## config.mk

```make
export PLATFORM = sky130hd
export DESIGN_NAME = rww_busy_tracker
export DESIGN_NICKNAME = d
export VERILOG_FILES = /design/src/rtl/rwwt_pkg.sv /design/src/rtl/rwwt_decode.sv /design/src/rtl/rwwt_op_tracker.sv /design/src/rtl/rwwt_read_gate.sv /design/src/rtl/rww_busy_tracker.sv
export SDC_FILE = /design/constraint.sdc
export NUM_CORES = 1
export LEC_CHECK = 0
export ABC_AREA = 1
export BUFFER_PORTS_ARGS = -buffer_cell sky130_fd_sc_hd__buf_2
export CORE_ASPECT_RATIO = 2
export CORE_MARGIN = 1
export CORE_UTILIZATION = 48
export CTS_CLUSTER_SIZE = 16
export DETAILED_ROUTE_END_ITERATION = 6
export GPL_ROUTABILITY_DRIVEN = 0
export PLACE_DENSITY_LB_ADDON = 0.25
export SYNTH_ARGS = -nofsm -noshare
export SYNTH_HDL_FRONTEND = slang
export SYNTH_SLANG_ARGS = --single-unit
```

## constraint.sdc

```tcl
create_clock -name clk -period 1.7 [get_ports clk]
set_input_delay 0.085 -clock clk [delete_from_list [all_inputs] [get_ports clk]]
set_output_delay 0.085 -clock clk [all_outputs]
set_load 0.005 [all_outputs]
```

## src/rtl/rwwt_pkg.sv

```systemverilog
package rwwt_pkg;
    localparam int ADDR_W      = 22;
    localparam int BANK_W      = 2;
    localparam int SECT_W      = 8;
    localparam int SEL_HI      = ADDR_W - 1;
    localparam int SEL_LO      = ADDR_W - 3;
    localparam int BIG_LSB     = 15;
    localparam int SMALL_LSB   = 12;
    localparam int BIG_W       = ADDR_W - BIG_LSB;
    localparam int SMALL_W     = BIG_LSB - SMALL_LSB;
    localparam int BOOT_CNT    = 1 << SMALL_W;
    localparam int BIG_CNT     = (1 << BIG_W) - 2;
    localparam int NUM_SECT    = 2 * BOOT_CNT + BIG_CNT;
    localparam int TOP_BASE    = BOOT_CNT + BIG_CNT;
    localparam int STAT_W      = 8;

    typedef enum logic [1:0] {
        OP_NONE = 2'd0,
        OP_PGM  = 2'd1,
        OP_ERS  = 2'd2
    } op_e;

    typedef struct packed {
        logic [BANK_W-1:0] bank;
        logic [SECT_W-1:0] sector;
        logic              prot;
    } loc_t;

    function automatic logic [BANK_W-1:0] bank_of(input logic [ADDR_W-1:0] a);
        logic [2:0] sel;
        sel = a[SEL_HI:SEL_LO];
        if (sel == 3'd0)       return 2'd0;
        else if (sel <= 3'd3)  return 2'd1;
        else if (sel <= 3'd6)  return 2'd2;
        else                   return 2'd3;
    endfunction

    function automatic logic [SECT_W-1:0] sector_of(input logic [ADDR_W-1:0] a);
        logic [BIG_W-1:0] blk;
        blk = a[ADDR_W-1:BIG_LSB];
        if (blk == '0)
            return SECT_W'(a[BIG_LSB-1:SMALL_LSB]);
        else if (blk == '1)
            return SECT_W'(TOP_BASE) + SECT_W'(a[BIG_LSB-1:SMALL_LSB]);
        else
            return SECT_W'(blk) + SECT_W'(BOOT_CNT - 1);
    endfunction

    function automatic logic edge_boot(input logic [SECT_W-1:0] s);
        return (s < SECT_W'(2)) || (s >= SECT_W'(NUM_SECT - 2));
    endfunction
endpackage

```

## src/rtl/rwwt_decode.sv

```systemverilog
module rwwt_decode
    import rwwt_pkg::*;
(
    input  logic [ADDR_W-1:0] addr,
    output loc_t              loc
);
    // bank select, R2 sector numbering, R7 outer boot sectors
    always_comb begin
        loc.bank   = bank_of(addr);
        loc.sector = sector_of(addr);
        loc.prot   = edge_boot(loc.sector);
    end
endmodule

```

## src/rtl/rwwt_op_tracker.sv

```systemverilog
module rwwt_op_tracker
    import rwwt_pkg::*;
(
    input  logic              clk,
    input  logic              rst,
    input  loc_t              loc,
    input  logic              pgm_req,
    input  logic              ers_req,
    input  logic              op_done,
    input  logic              susp_req,
    input  logic              resume_req,
    input  logic              wp,
    output op_e               act,
    output logic [BANK_W-1:0] act_bank,
    output logic              sus_vld,
    output logic [SECT_W-1:0] sus_sector,
    output logic              wr_ack,
    output logic              wr_prot,
    output logic              seq_err
);
    logic [SECT_W-1:0] act_sector;
    logic [BANK_W-1:0] sus_bank;
    logic              req;
    logic              conflict;

    always_comb begin
        req      = pgm_req | ers_req;
        // active op, erase during suspend, or program into the erased sector
        conflict = (act != OP_NONE) ||
                   (sus_vld && (ers_req || (loc.sector == sus_sector)));
    end

    always_ff @(posedge clk) begin
        if (rst) begin
            act        <= OP_NONE;
            act_bank   <= '0;
            act_sector <= '0;
            sus_vld    <= 1'b0;
            sus_bank   <= '0;
            sus_sector <= '0;
            wr_ack     <= 1'b0;
            wr_prot    <= 1'b0;
            seq_err    <= 1'b0;
        end else begin
            wr_ack  <= 1'b0;
            wr_prot <= 1'b0;
            if (op_done) begin
                // back to read-array mode, suspended erase kept
                act <= OP_NONE;
            end else if (susp_req) begin
                if (act == OP_ERS && !sus_vld) begin
                    sus_vld    <= 1'b1;
                    sus_bank   <= act_bank;
                    sus_sector <= act_sector;
                    act        <= OP_NONE;
                end
            end else if (resume_req) begin
                if (sus_vld && act == OP_NONE) begin
                    act        <= OP_ERS;
                    act_bank   <= sus_bank;
                    act_sector <= sus_sector;
                    sus_vld    <= 1'b0;
                end
            end else if (req) begin
                if (conflict) begin
                    seq_err <= 1'b1;
                end else if (wp && loc.prot) begin
                    wr_prot <= 1'b1;
                end else begin
                    act        <= ers_req ? OP_ERS : OP_PGM;
                    act_bank   <= loc.bank;
                    act_sector <= loc.sector;
                    wr_ack     <= 1'b1;
                end
            end
        end
    end
endmodule

```

## src/rtl/rwwt_read_gate.sv

```systemverilog
module rwwt_read_gate
    import rwwt_pkg::*;
(
    input  logic              clk,
    input  logic              rst,
    input  logic              rd_req,
    input  loc_t              loc,
    input  op_e               act,
    input  logic [BANK_W-1:0] act_bank,
    input  logic              sus_vld,
    input  logic [SECT_W-1:0] sus_sector,
    output logic              rd_array,
    output logic              rd_refused,
    output logic [BANK_W-1:0] rd_bank,
    output logic [SECT_W-1:0] rd_sector,
    output logic [STAT_W-1:0] rd_stat
);
    logic              refuse;
    logic [STAT_W-1:0] stat_now;

    always_comb begin
        refuse   = ((act != OP_NONE) && (loc.bank == act_bank)) ||
                   (sus_vld && (loc.sector == sus_sector));
        stat_now = STAT_W'({sus_vld, act == OP_ERS, act == OP_PGM});
    end

    always_ff @(posedge clk) begin
        if (rst) begin
            rd_array   <= 1'b0;
            rd_refused <= 1'b0;
            rd_bank    <= '0;
            rd_sector  <= '0;
            rd_stat    <= '0;
        end else begin
            rd_array   <= rd_req && !refuse;
            rd_refused <= rd_req && refuse;
            if (rd_req) begin
                rd_bank   <= loc.bank;
                rd_sector <= loc.sector;
                rd_stat   <= refuse ? stat_now : '0;
            end
        end
    end
endmodule

```

## src/rtl/rww_busy_tracker.sv

```systemverilog
module rww_busy_tracker
    import rwwt_pkg::*;
(
    input  logic              clk,
    input  logic              rst,
    input  logic [ADDR_W-1:0] addr,
    input  logic              rd_req,
    input  logic              pgm_req,
    input  logic              ers_req,
    input  logic              op_done,
    input  logic              susp_req,
    input  logic              resume_req,
    input  logic              wp,
    output logic              rd_array,
    output logic              rd_refused,
    output logic [BANK_W-1:0] rd_bank,
    output logic [SECT_W-1:0] rd_sector,
    output logic [STAT_W-1:0] rd_stat,
    output logic              wr_ack,
    output logic              wr_prot,
    output logic              seq_err,
    output logic              busy,
    output logic [BANK_W-1:0] busy_bank,
    output logic              erase_suspended
);
    loc_t              loc;
    op_e               act;
    logic [BANK_W-1:0] act_bank;
    logic              sus_vld;
    logic [SECT_W-1:0] sus_sector;

    rwwt_decode u_dec (
        .addr (addr),
        .loc  (loc)
    );

    rwwt_op_tracker u_trk (
        .clk        (clk),
        .rst        (rst),
        .loc        (loc),
        .pgm_req    (pgm_req),
        .ers_req    (ers_req),
        .op_done    (op_done),
        .susp_req   (susp_req),
        .resume_req (resume_req),
        .wp         (wp),
        .act        (act),
        .act_bank   (act_bank),
        .sus_vld    (sus_vld),
        .sus_sector (sus_sector),
        .wr_ack     (wr_ack),
        .wr_prot    (wr_prot),
        .seq_err    (seq_err)
    );

    rwwt_read_gate u_rd (
        .clk        (clk),
        .rst        (rst),
        .rd_req     (rd_req),
        .loc        (loc),
        .act        (act),
        .act_bank   (act_bank),
        .sus_vld    (sus_vld),
        .sus_sector (sus_sector),
        .rd_array   (rd_array),
        .rd_refused (rd_refused),
        .rd_bank    (rd_bank),
        .rd_sector  (rd_sector),
        .rd_stat    (rd_stat)
    );

    assign busy            = (act != OP_NONE);
    assign busy_bank       = act_bank;
    assign erase_suspended = sus_vld;
endmodule

```

==> results.md, run 1 <==
- Fin crit share: 0.986
- CP Max Fanout: 5
- Setup TNS: 0 ns
- IO Port Bufs: 40
- Buf/Inv on CP: 3
- H-tree levels: 2
- Status: finished, final reports clean
- Root Buffer: clkbuf_8
- Worst R2R Setup Slack: ~0.08 ns
- Detailed Routing Iterations Pass 1: 4
- Cell with the most instances after synthesis: nand2_1
- Starting Density: 0.499
- DPL Wire Length: 4740 um
- Die Height: approximately 100 um
- DR WL/cell: approximately 14 um
- Maximum clock rate: around 600 MHz
- Synth warn: 0
- Vias in the first global route: between 2000 and 2500
- Sequential area share after synthesis: 0.358
- Layout area overhead: 35.9%
- PD cells: ~720 nW/um2
- Drt total wl: between 6000 and 7000 um
- NumNets Final: about 440
- Total clock sinks: 41
- CTS Buf Count: 5
- Vias/cell: about 5.2
- Number of max-cap violations: 0
- CP endpoint kind: flip-flop
- Dominant synthesized flop cell: dfxtp_1
- FILL cells: 396
- Starting DRC count in detailed routing: between 70 and 80
- Gr busiest metal: met2
- Critical path launch point type: primary input
- CTS tree: built
- Fin Hold WS: 0.0363 ns
- #FFs+latches synth: 41
- Via Count: roughly 2400
- Slew headroom: 0.500
- Largest net degree at the start of global routing: 22
- Synthesized area: 2290 um2
- Number of diodes: 0
- Initial antenna violation count: 0
- Most frequent CP cell: nand2_1
- Horiz. Die Dim: about 51 um
- Worst path depth: 17
- Final core occ: 0.678
- GRT Util Overall: 0.266
- DRT antenna net count: 0
- Worst R2R Path Depth: 11
- Slew Viols, Final: 0
- Reg clk slew, reported paths: roughly 0.09 ns
- Pleak: ~1.4 nW
- Synthesized netlist cell count: roughly 330
- Die Area: around 5100 um2
- Final hold viol count: 0
- Post-DP Area: between 2000 and 3000 um2
- Dpl cells: 452
- Worst skew pair latency: 0.30 ns
- Final Setup Violations: 0
- Final instance area: 3120 um2
- Rows: 35
- Synth cell count leaders: 84 x nand2_1, 41 x dfxtp_1, 34 x o21ai_0
- Crit-path cells: buf_2 -> inv_4 -> ha_4 -> nand2_4 -> nor2_4 -> buf_4 -> nand3_2 -> nand3_4 -> nand2_1 -> nor2_1 -> nand2_1 -> nand2_2 -> nand2_1 -> nand3_1 -> nand2_2 -> a21oi_1 -> nor2_1
- WP data required: 1.90 ns
- Crit path time final: between 1.5 and 2 ns
- Fin worst setup slack: ~0.024 ns
- Fin cells: approximately 470
- Fraction of final layout cells sized beyond drive strength 1: 0.397
- Pwr Total: between 2 and 2.5 mW
- Critical path's top delay family: simple AND/OR/NAND/NOR gates
- M3 GR Usage: 0.0443
- CP max stage delay: approximately 0.18 ns
- Yosys cell types: 33
- Met2 Use GR: 0.514
- Critical path arrival: between 1.5 and 2 ns
- Clk buf depth: 2
- Hold depth: 2
- Met1 GRT Util: 0.258
- Layout Skew: ~0.0063 ns
- Post-cts hold buffer count: 0
- Post-synth EDFFs: 0
- GRT overflow: 0
- VDD IR max: about 0.00073 V
- Ranking of synthesized cells by area: dfxtp_1 36%, nand2_1 14%, o21ai_0 7.4%
- Post-synth top area share: 0.358
- Min-delay worst type: primary input to flip-flop
- Post-synth top area cell: dfxtp_1
- Core area: roughly 4600 um2
- IO Pins: 58
- Async S/R FF share, synth: 0
- CP Class: primary input to flip-flop
- Pre-CTS setup slack: -0.345 ns
- Worst-margin pin slew: 0.748 ns
- CP max-delay cell: nand3_1
- Post-route DRC: 0
- First-pass GRT wire length: 10200 um
- Synthesized area per cell: 7.04 um2
## cell type report
type,instances,area [um2],share of cell area
Clock buffer,5,68.8,0.0221
Multi-Input combinational cell,246,1440,0.461
Sequential cell,41,821,0.263
Timing Repair Buffer,85,551,0.177
Clock inverter,3,43.8,0.0141
Inverter,30,123,0.0393
Timing Repair inverter,1,5.00,0.00161
Tap cell,55,68.8,0.0221
## report_power, final
group | switching, mW | internal (mW) | total [mW] | leakage (nW)
clock | 0.368 | 0.440 | 0.808 | 0.0585
sequential | 0.0151 | 0.987 | 1.00 | 0.333
combinational | 0.248 | 0.181 | 0.429 | 1.06
total | 0.631 | 1.61 | 2.24 | 1.45
## logic make-up after synthesis
| kind of cell | count (synthesis) | synth area share |
|---|---|---|
| fa+ha+maj | 3 | 0.0164 |
| compound gates | 61 | 0.153 |
| xor+xnor | 3 | 0.0115 |
| simple gates | 173 | 0.367 |
| flops | 41 | 0.358 |
| other cells | 1 | 0.00164 |
| buf+inv | 44 | 0.0927 |
## worst paths after layout
check,startpoint,endpoint
worst min-delay path,rd_req,u_rd.rd_sector[1]
worst min register to register,u_rd.rd_sector[2],u_rd.rd_sector[2]
worst max register to register,u_trk.sus_sector[4],u_trk.act_bank[1]
worst max-delay path,addr[15],u_trk.act[1]
## state kept, by name (all words and copies together) (netlist names)
name	count
u_trk.act_sector	8
u_rd.rd_array	1
u_rd.rd_stat	3
u_rd.rd_refused	1
u_trk.wr_prot	1
u_trk.seq_err	1
u_trk.act_bank	2
u_trk.sus_bank	2
u_rd.rd_bank	2
u_trk.act	2
u_rd.rd_sector	8
u_trk.wr_ack	1
u_trk.sus_vld	1
u_trk.sus_sector	8
## worst register-to-register path: cells and delay by family (launching register included)
kind                   cells  cell delay (ns)
AO/OA/AOI/OAI              1             0.05
AND/OR/NAND/NOR            9             0.91
buffers and inverters      1             0.17
flip-flops                 1             0.36
## placed cells by master, fill, tap and decap left out, types with 14 or more instances in the layout
cell type,netlist,routed
nand2_1,84,72
inv_1,25,21
nand3_1,27,23
buf_4,5,44
dfxtp_1,41,41
buf_2,1,40
o21ai_0,34,34
nand2_2,6,14
nand3_2,14,16
nor2_1,33,29
## layer usage
| metal | up-vias | wire length [um] | share of wire |
|---|---|---|---|
| met5 | - | 0 | 0 |
| met4 | 0 | 275 | 0.042 |
| met3 | 24 | 283 | 0.043 |
| met2 | 76 | 3700 | 0.56 |
| met1 | 1103 | 2340 | 0.35 |
| li1 | 1218 | - | - |
## timing repair
action                                  4_1_cts  5_1_grt
resized for setup                             7       31
endpoints found under the setup margin       10       17
pin swaps                                     4        7
setup buffers                                 1        3
cloned                                        2        0
No activity file was read; power rests on OpenSTA's default activity.
==> inputs of run 2 (changes only) <==
- clock period: 1.7 -> 1.4 ns (I/O delays scaled with it)
==> results.md, run 2 (synthesis gave the netlist of run 1 again) <==
- Detailed Routing Iterations Pass 1: 4
- Cell internal pwr: between 1.5 and 2 mW
- Final hold viol count: 0
- CP Class: flip-flop to flip-flop
- IO Port Bufs: 40
- Fin worst setup slack: -0.128 ns
- WP data required: 1.64 ns
- Sw Share: 0.280
- Root Buffer: clkbuf_8
- First-pass GRT wire length: 10500 um
- Multi-input gate area: between 1000 and 1500 um2
- Rows: 35
- Fraction of final layout cells sized beyond drive strength 1: 0.475
- Part of the power in registers: 0.440
- Failing checks: negative setup slack
- Pleak: 1.60 nW
- Layout Skew: around 0.0045 ns
- Slew Viols, Final: 0
- Total clock sinks: 41
- Number of max-cap violations: 0
- Crit path time final: 1.53 ns
- Via Count: about 2500
- Hold depth: 2
- Worst R2R Path Depth: 10
- Reg area: between 800 and 900 um2
- GRT overflow: 0
- Worst skew pair latency: ~0.30 ns
- PD cells: around 820 nW/um2
- Largest net degree at the start of global routing: 22
- Clock Power Share: 0.355
- Status: finished with violations
- Drt total wl: 6270 um
- Core area: 4600 um2
- Setup repair after global routing missed its margin: true
- Slew headroom: 0.534
- DR WL/cell: approximately 13 um
- Starting Density: 0.499
- Biggest regs: u_rd.rd_sector (8), u_trk.act_sector (8), u_trk.sus_sector (8)
- Die Height: between 90 and 100 um
- H-tree levels: 2
- IO Pins: 58
- Number of diodes: 0
- CTS tree: built
- GRT Util Overall: 0.272
- Final Setup Violations: 18
- Fin crit share: 1.09
- Post-route DRC: 0
- Dpl cells: 465
- Leading cell type in the layout, fill and taps excluded: nand2_1
- Fin cells: around 480
- Critical path launch point type: flip-flop
- Maximum clock rate: 654 MHz
- DRT antenna net count: 0
- Combinational Power Share: 0.205
- Layout area overhead: 47.2%
- Horiz. Die Dim: 50.9 um
- Reg clk slew, reported paths: 0.08 ns
- Starting DRC count in detailed routing: 66
- Worst R2R Setup Slack: -0.13 ns
- NumNets Final: 460
- Vias/cell: roughly 5.1
- Clk buf depth: 2
- CP endpoint kind: flip-flop
- CP Max Fanout: 8
- VDD IR max: 0.000820 V
- DPL Wire Length: around 4700 um
- CTS Buf Count: 5
- Switching power: 0.772 mW
- FILL cells: about 370
- Final core occ: 0.734
- Die Area: ~5000 um2
- Worst-margin pin slew: approximately 0.70 ns
- Min-delay worst type: primary input to flip-flop
- Initial antenna violation count: 0
- Critical path arrival: 1.77 ns
- Most frequent cells in the layout: 68 x nand2_1, 59 x buf_4, 37 x buf_2
- Vias in the first global route: around 2300
-- run 2: changes by cell type in the layout (fill, tap and decap cells not counted), moves of 4 or more --
cell,change
buf_4,+15
dfxtp_1,-5
nand2_1,-4
nand3_1,-4
nand3_2,+4
nor2_1,-6
nor2_2,+4
-- run 2: timing repair --
item,CTS,global route
hold buffers,0,0
hold endpoints to repair,0,0
pin swaps,23,9
endpoints found under the setup margin,23,30
gates resized for setup,26,33
setup buffers,6,3
-- run 2: final timing paths --
check | end | start
max reg2reg | u_trk.act_sector[0] | u_trk.act[1]
min | u_rd.rd_refused | rst
min reg2reg | u_rd.rd_stat[2] | u_rd.rd_stat[2]
max | u_trk.act_sector[0] | u_trk.act[1]
-- run 2: area by class of cell --
class                   instances  area share
repair buffers                103       0.220
clock inverters                 3      0.0130
clock buffers                   5      0.0204
multi-input cells             245       0.438
inverters                      30      0.0422
well taps                      55      0.0204
flip-flops and latches         41       0.246
-- run 2: stage by stage --
stage / hold WS, ns / cell area [um2] / worst slack [ns] / TNS, ns / total power [mW]
finish: 0.0359 / 3380 / -0.128 / -1.52 / 2.76
global route: 0.0318 / 3380 / -0.243 / -3.46 / 2.89
CTS: 0.0179 / 3260 / -0.0938 / -1.13 / 2.75
detailed placement: 0.334 / 3010 / -0.581 / -9.48 / 1.74
global placement: 0.331 / 3010 / -0.545 / -9.08 / 1.73
floorplan: 0.132 / 2400 / -0.132 / -1.32 / 1.52
-- run 2: metal layers --
layer | vias up | global-route usage | part of all wire
met3 | 13 | 0.0550 | 0.040
met5 | - | 0 | 0
li1 | 1250 | - | -
met1 | 1131 | 0.288 | 0.40
met4 | 0 | 0.150 | 0.025
met2 | 77 | 0.483 | 0.54
-- run 2: worst max-delay path, stage by stage (launching register included) --
cell and delay (ns):
dfxtp_4 0.37, nor2_4 0.14, nand3_2 0.11, nor2_2 0.14, a21oi_2 0.06, nor2_2 0.14
nand2_2 0.08, clkinv_4 0.09, buf_12 0.13, nand3_2 0.08, a21oi_2 0.13
-- run 2: power by group through the flow --
| stage | Clock, mW | Sequential, mW | Combinational, mW |
|---|---|---|---|
| floorplan | 0 | 1.24 | 0.275 |
| global placement | 0 | 1.24 | 0.494 |
| detailed placement | 0 | 1.24 | 0.501 |
| CTS | 0.999 | 1.22 | 0.537 |
| global route | 1.05 | 1.22 | 0.622 |
| finish | 0.979 | 1.21 | 0.567 |
==> inputs of run 3 (changes only) <==
- GPL_TIMING_DRIVEN: default -> 0
==> results.md, run 3 (synthesis gave the netlist of run 1 again) <==
- Die Height: roughly 100 um
- Crit path launch: u_trk.act[1]
- Worst-margin pin slew: between 0.6 and 0.7 ns
- Pwr Total: 2.72 mW
- Status: finished with violations
- Horiz. Die Dim: slightly above 50 um
- Starting Density: 0.499
- Worst skew pair latency: approximately 0.3 ns
- Number of max-cap violations: 0
- Slew Viols, Final: 0
- Die Area: about 5000 um2
- Reg clk slew, reported paths: 0.09 ns
- Biggest regs: u_rd.rd_sector (8), u_trk.act_sector (8), u_trk.sus_sector (8)
- Fin Hold WS: a little under 0.05 ns
- Reg2Reg Launch Point: u_trk.act[1]
- Critical path arrival: 1.82 ns
- Vias/cell: 5.25
- Leading cell type in the layout, fill and taps excluded: nand2_1
- Fin crit share: 1.13
- CP Max Fanout: 5
- Core area: about 4600 um2
- Final Setup Violations: 13
- Maximum clock rate: 633 MHz
- Via Count: around 2400
- FILL cells: between 400 and 500
- Critical path launch point type: flip-flop
- IO Port Bufs: 39
- Root Buffer: clkbuf_8
- Hold Startpoint: rd_req
- Pre-CTS setup slack: -0.662 ns
- CP endpoint kind: flip-flop
- DRT antenna net count: 0
- Vias in the first global route: around 2100
- NumNets Final: ~430
- Failing checks: negative setup slack
- Layout area overhead: 40.1%
- Fin worst setup slack: -0.181 ns
- Number of diodes: 0
- Pleak: roughly 1.5 nW
- Initial antenna violation count: 0
- Final instance area: 3210 um2
- Reg area: 831 um2
- WP data required: 1.64 ns
- VDD IR max: 0.000884 V
- Setup TNS: -1.91 ns
- Total clock sinks: just over 40
- Most frequent cells in the layout: 69 x nand2_1, 37 x dfxtp_1, 36 x buf_2
- Post-cts hold buffer count: 0
- Crit path time final: ~1.6 ns
- IO Pins: 58
- H-tree levels: 2
- PD cells: approximately 850 nW/um2
- First-pass GRT wire length: approximately 9400 um
- DR WL/cell: about 14 um
- Slew headroom: 0.548
- Largest net degree at the start of global routing: 15
- DPL Wire Length: 4260 um
- Detailed Routing Iterations Pass 1: 5
- Post-DP Area: approximately 2700 um2
- Fraction of final layout cells sized beyond drive strength 1: 0.416
- Layout Skew: 0.0113 ns
- Setup repair after global routing missed its margin: true
- CTS tree: built
- Drt total wl: roughly 6200 um
- Rows: 35
- GRT overflow: 0
- CTS Buf Count: 5
- Starting DRC count in detailed routing: slightly above 80
- Worst R2R Setup Slack: -0.18 ns
- GRT Util Overall: 0.244
- Multi-input gate area: between 1500 and 2000 um2
- Final hold viol count: 0
- Clk buf depth: 2
- Min-delay worst type: primary input to flip-flop
- CP Class: flip-flop to flip-flop
- Post-route DRC: 0
## run 3: cell types whose count changed in the layout (fill, tap and decap cells not counted), sizes merged
cell / delta
buf: -39
clkbuf: +6
clkinv: +1
inv: -1
## run 3: worst max-delay path, stage by stage (launching register included)
cell	delay, ns
dfxtp_4	0.37
nor2_4	0.13
nand3_1	0.11
nor2_1	0.12
a21oi_1	0.08
nor2_1	0.18
nand2_2	0.10
clkinv_4	0.10
clkbuf_16	0.16
nand3_2	0.06
a21oi_2	0.11
## run 3: layout make-up
cell class                 count  share of cell area
clock inverter                 3              0.0136
clock buffer                   5              0.0214
tap                           55              0.0214
buffer                        14              0.0382
timing repair buffer          56               0.129
inverter                      30              0.0460
multi-input combinational    245               0.472
sequential                    41               0.259
## run 3: path summary, 6_finish.rpt
kind | end | cells after the start
min | u_rd.rd_sector[1] | 2
max | u_trk.act_sector[0] | 10
max reg2reg | u_trk.act_sector[0] | 10
min reg2reg | u_rd.rd_stat[0] | 2
## run 3: timing repair
| item | CTS | global route |
|---|---|---|
| gates cloned | 1 | 2 |
| buffers inserted | 8 | 6 |
| pin swaps | 15 | 15 |
| gates resized for setup | 34 | 40 |
| endpoints found under the setup margin | 30 | 30 |
## run 3: where the power goes
part,leakage [nW],internal [mW],switching (mW)
Combinational,1.06,0.211,0.305
Clock,0.0585,0.535,0.453
Sequential,0.336,1.20,0.0197
## run 3: metal layers
metal  part of all wire  up-vias  global-route usage
met2               0.53       80               0.450
li1                   -     1185                   -
met3              0.038       30              0.0367
met4              0.055        0               0.128
met5                  0        -                   0
met1               0.38     1064               0.253
## run 3: metrics by stage
stage,util,cells
after floorplan,-,330
after global placement,0.580,424
after detailed placement,0.580,424
after CTS,0.646,441
after global routing,0.699,449
final,0.699,449
